--- src/rtl/hs_pkg.sv ---
package hs_pkg;

    typedef enum logic [1:0] {
        ST_WAIT_REQ  = 2'd0,
        ST_CAPTURED  = 2'd1,
        ST_WAIT_DROP = 2'd2
    } hs_state_e;

    typedef struct packed {
        hs_state_e state;
        logic      ack;
        logic      valid;
    } hs_ctrl_t;

    localparam hs_ctrl_t HS_CTRL_RESET = '{state: ST_WAIT_REQ, ack: 1'b0, valid: 1'b0};

endpackage

--- src/rtl/hs_req_sync.sv ---
module hs_req_sync #(
    parameter int STAGES = 2
) (
    input  logic clk,
    input  logic rst,
    input  logic async_i,
    output logic sync_o
);
    localparam int N = (STAGES < 2) ? 2 : STAGES;

    logic [N-1:0] chain_d, chain_q;

    always_comb begin
        chain_d = {chain_q[N-2:0], async_i};
    end

    always_ff @(posedge clk) begin
        if (rst) chain_q <= '0;
        else     chain_q <= chain_d;
    end

    assign sync_o = chain_q[N-1];
endmodule

--- src/rtl/hs_hold_reg.sv ---
module hs_hold_reg #(
    parameter int DATA_W = 8
) (
    input  logic              clk,
    input  logic              rst,
    input  logic              load_i,
    input  logic [DATA_W-1:0] d_i,
    output logic [DATA_W-1:0] q_o
);
    logic [DATA_W-1:0] word_d, word_q;

    always_comb begin
        word_d = word_q;
        if (load_i) word_d = d_i;
    end

    always_ff @(posedge clk) begin
        if (rst) word_q <= '0;
        else     word_q <= word_d;
    end

    assign q_o = word_q;
endmodule

--- src/rtl/hs_ctrl.sv ---
module hs_ctrl
    import hs_pkg::*;
(
    input  logic      clk,
    input  logic      rst,
    input  logic      req_s_i,
    output logic      load_o,
    output logic      ack_o,
    output logic      valid_o,
    output hs_state_e state_o
);
    hs_ctrl_t cur_q, nxt_d;

    always_comb begin
        nxt_d       = cur_q;
        nxt_d.valid = 1'b0;
        load_o      = 1'b0;
        unique case (cur_q.state)
            ST_WAIT_REQ: begin
                nxt_d.ack = 1'b0;
                if (req_s_i) begin
                    load_o      = 1'b1;
                    nxt_d.state = ST_CAPTURED;
                end
            end
            ST_CAPTURED: begin
                nxt_d.ack   = 1'b1;
                nxt_d.valid = 1'b1;
                nxt_d.state = ST_WAIT_DROP;
            end
            ST_WAIT_DROP: begin
                if (!req_s_i) begin
                    nxt_d.ack   = 1'b0;
                    nxt_d.state = ST_WAIT_REQ;
                end
            end
            default: nxt_d = HS_CTRL_RESET;
        endcase
    end

    always_ff @(posedge clk) begin
        if (rst) cur_q <= HS_CTRL_RESET;
        else     cur_q <= nxt_d;
    end

    assign ack_o   = cur_q.ack;
    assign valid_o = cur_q.valid;
    assign state_o = cur_q.state;
endmodule

--- src/rtl/hs_passive_rx.sv ---
module hs_passive_rx
    import hs_pkg::*;
#(
    parameter int DATA_W      = 8,
    parameter int SYNC_STAGES = 2
) (
    input  logic              clk,
    input  logic              rst,
    input  logic              req_i,
    input  logic [DATA_W-1:0] data_i,
    output logic              ack_o,
    output logic [DATA_W-1:0] data_o,
    output logic              valid_o
);
    logic      req_sync;
    logic      cap_load;
    hs_state_e ctrl_state;

    hs_req_sync #(.STAGES(SYNC_STAGES)) u_sync (
        .clk     (clk),
        .rst     (rst),
        .async_i (req_i),
        .sync_o  (req_sync)
    );

    hs_ctrl u_ctrl (
        .clk     (clk),
        .rst     (rst),
        .req_s_i (req_sync),
        .load_o  (cap_load),
        .ack_o   (ack_o),
        .valid_o (valid_o),
        .state_o (ctrl_state)
    );

    hs_hold_reg #(.DATA_W(DATA_W)) u_hold (
        .clk    (clk),
        .rst    (rst),
        .load_i (cap_load),
        .d_i    (data_i),
        .q_o    (data_o)
    );
endmodule

--- config.mk ---
export PLATFORM = sky130hd
export DESIGN_NAME = hs_passive_rx
export DESIGN_NICKNAME = d
export VERILOG_FILES = /design/src/rtl/hs_pkg.sv /design/src/rtl/hs_req_sync.sv /design/src/rtl/hs_hold_reg.sv /design/src/rtl/hs_ctrl.sv /design/src/rtl/hs_passive_rx.sv
export SDC_FILE = /design/constraint.sdc
export NUM_CORES = 1
export LEC_CHECK = 0
export BUFFER_PORTS_ARGS = -buffer_cell sky130_fd_sc_hd__buf_2
export CAP_MARGIN = 30
export CORE_AREA = 2 2 39 41
export DETAILED_ROUTE_END_ITERATION = 10
export DIE_AREA = 0 0 41 43
export PLACE_DENSITY = 0.72
export SYNTH_ARGS = -nofsm -noshare
export SYNTH_HDL_FRONTEND = slang
export SYNTH_SLANG_ARGS = --single-unit
--- constraint.sdc ---
create_clock -name clk -period 1.3 [get_ports clk]
set_input_delay 0.065 -clock clk [delete_from_list [all_inputs] [get_ports clk]]
set_output_delay 0.065 -clock clk [all_outputs]
set_load 0.02 [all_outputs]
==> qor.yml <==
status: "completed"
r2r-start: "u_ctrl.state_o[1]"
swShare: 0.216
instances_no_fill: 89
p_int_uw: 591
fin_crit_ns: 0.985
min_from: "data_i[4]"
p_clk_frac: 0.299
diodes: 0
cp.buffers_inverters: 1
antenna_found_initial: 0
crit_required_ns: 1.50
setup_violations: 0
synthTopCellsByCount: "nand2b_1, dfxtp_1, mux2i_1"
antenna_left: 0
grt_pass1_vias: 336
fin_skew_ns: 0.00520
hpwl_um: 559
cp_num_cells: 3
start_util: 0.397
synth_top_flop_cell: "dfxtp_1"
hp-class: "input pin to flip-flop"
fin_crit_sh: 0.757
netlist.area_leader.share: 0.510
dieArea_um2: 1760
first_pass_iters: 3
vdd_drop_max_mv: 0.586
cts_setup_buffers: 0
track_usage: 0.109
max_freq_mhz: 1020
cts.sinks: 14
syn_inst: 51
crit_start: "u_ctrl.state_o[1]"
synth_edf_count: 0
drt_iter0_drc: 2
routabilityCongestion: 0.608
startpoint_type: "flip-flop"
cts_buffers: 3
synth_seq_cells: 14
htreeDepth: 1
worstPathCellList: "nor3b_2 > buf_4 > mux2i_1"
worst_slew_pin_slew_ns: 0.266
cts_tree: "done"
synth.distinct_cells: 13
syn_avg_cell_area_um2: 10.8
cts.repair.resized: 0
ys_warn_count: 0
routed_wl_um: 782
crit_family: "flip-flops"
final-hold-violation-count: 0
crit_slowest_cell: "dfxtp_1"
fin_setup_tns_ns: 0
coreArea_um2: 1380
critPathCapture: "u_hold.q_o[6]"
wl_per_cell_um: 8.79
vias_per_cell: 4.42
ys_seq_area_frac: 0.510
clock_path_buffers: 2
die_h_um: 43
cp-end-kind: "flip-flop"
drv_slew: 0
overflow: 0
pwr-share-seq: 0.596
die_x_um: 41
drc_errors: 0
r2r-end: "u_hold.q_o[6]"
arrival_ns: 1.19
fp-row-count: 14
drive_above_1_share: 0.342
p_sw_uw: 162
hold_buffers: 1
vias: 393
grt_pass1_wl_um: 1280
synth.net_count: 62
layout.nets: 86
r2r_setup_slack_ns: 0.32
reg2regPathDepth: 3
clk_pin_slew_ns: 0.08
clockRootBuffer: "clkbuf_4"
pwr-share-comb: 0.105
cap_violations: 0
post-synth-top-area-cell: "dfxtp_1"
synth_area_um2: 549
crit_type: "flip-flop to flip-flop"
io_buffers: 20
fill_cells: 123
grt_max_degree: 23
crit_path_max_incr_delay_ns: 0.34
power_density_nw_per_um2: 1090
cp_max_fo: 9
yosysMostFrequentCell: "nand2b_1"
ios: 21
rsz0062_at_grt: "false"
yosys-top-cells-area: "dfxtp_1, nand2b_1, mux2i_1, nor2b_1, nor3b_2"
p_leak_uw: 0.000307
insertion_delay_ns: 0.27
postSynth.asyncResetShare: 0
max-slew-margin-rel: 0.823
dp_cells: 85
areaGrowthSynthToFinish_pct: 25.5
worst min-delay path by stage:
stage	slack [ns]	endpoint	cells after the start
after detailed placement	0.28	u_sync.chain_q[0]	2
final	0.05	u_hold.q_o[4]	3
after global routing	0.05	u_hold.q_o[5]	3
after floorplan	0.19	u_sync.chain_q[0]	1
after CTS	0.04	u_hold.q_o[7]	3
after global placement	0.28	u_sync.chain_q[0]	2
layer usage:
layer  track usage  up-vias  share of wire
li1              -      210              -
met1         0.141      168           0.50
met2         0.147       13           0.42
met3        0.0314        2          0.074
met4        0.0800        0         0.0090
met5             0        -              0
kinds of logic (layout without fill, tap and decap cells):
family / after synthesis / after routing / share of synthesized area
buf+inv: 3 / 25 / 0.0364
mux: 8 / 8 / 0.146
compound gates: 2 / 2 / 0.0182
flops: 14 / 14 / 0.510
simple gates: 24 / 24 / 0.289
cell type report:
cell class	count	area [um2]	area share
Multi-Input combinational cell	34	249	0.361
Timing Repair Buffer	22	118	0.171
Tap cell	16	20.0	0.0290
Clock buffer	3	22.5	0.0327
Sequential cell	14	280	0.407
per-stage QoR:
stage	instance area [um2]	power [uW]	hold WS [ns]	setup WS [ns]	utilization
6_report	689	753	0.0465	0.315	0.498
5_1_grt	689	792	0.0478	0.221	0.498
4_1_cts	689	768	0.0414	0.288	0.498
3_5_place_dp	657	537	0.283	0.312	0.475
3_3_place_gp	657	536	0.283	0.343	0.475
2_1_floorplan	549	511	0.193	0.407	-
power by group through the flow:
stage / clock (uW) / sequential, uW / combinational, uW
finish: 225 / 449 / 79.2
global route: 254 / 451 / 86.5
CTS: 238 / 449 / 80.7
detailed placement: 0 / 459 / 78.1
global placement: 0 / 459 / 77.5
floorplan: 0 / 471 / 39.9
layout by cell type (no fill, tap or decap):
| cell type | synthesis | layout |
|---|---|---|
| and2b_1 | 1 | 1 |
| a21oi_1 | 2 | 2 |
| nand2b_1 | 17 | 17 |
| nor3b_2 | 1 | 1 |
| nor2b_1 | 2 | 2 |
| dfxtp_1 | 14 | 14 |
| nand4b_1 | 1 | 1 |
| buf_4 | 0 | 1 |
| clkbuf_4 | 0 | 3 |
| buf_2 | 1 | 20 |
| nor2_1 | 1 | 1 |
| mux2i_1 | 8 | 8 |
| dlygate4sd3_1 | 0 | 1 |
| nand3b_1 | 1 | 1 |
state kept, by name (all words and copies together) (netlist names):
| register | flops |
|---|---|
| u_hold.q_o | 8 |
| u_ctrl.state_o | 2 |
| u_ctrl.valid_o | 1 |
| u_sync.chain_q | 2 |
| u_ctrl.ack_o | 1 |
worst register-to-register path: stages, from the launching register on:
cell and delay (ns):
dfxtp_1 0.34, nor3b_2 0.17, buf_4 0.21, mux2i_1 0.20
Power figures use the tool's default switching activity.
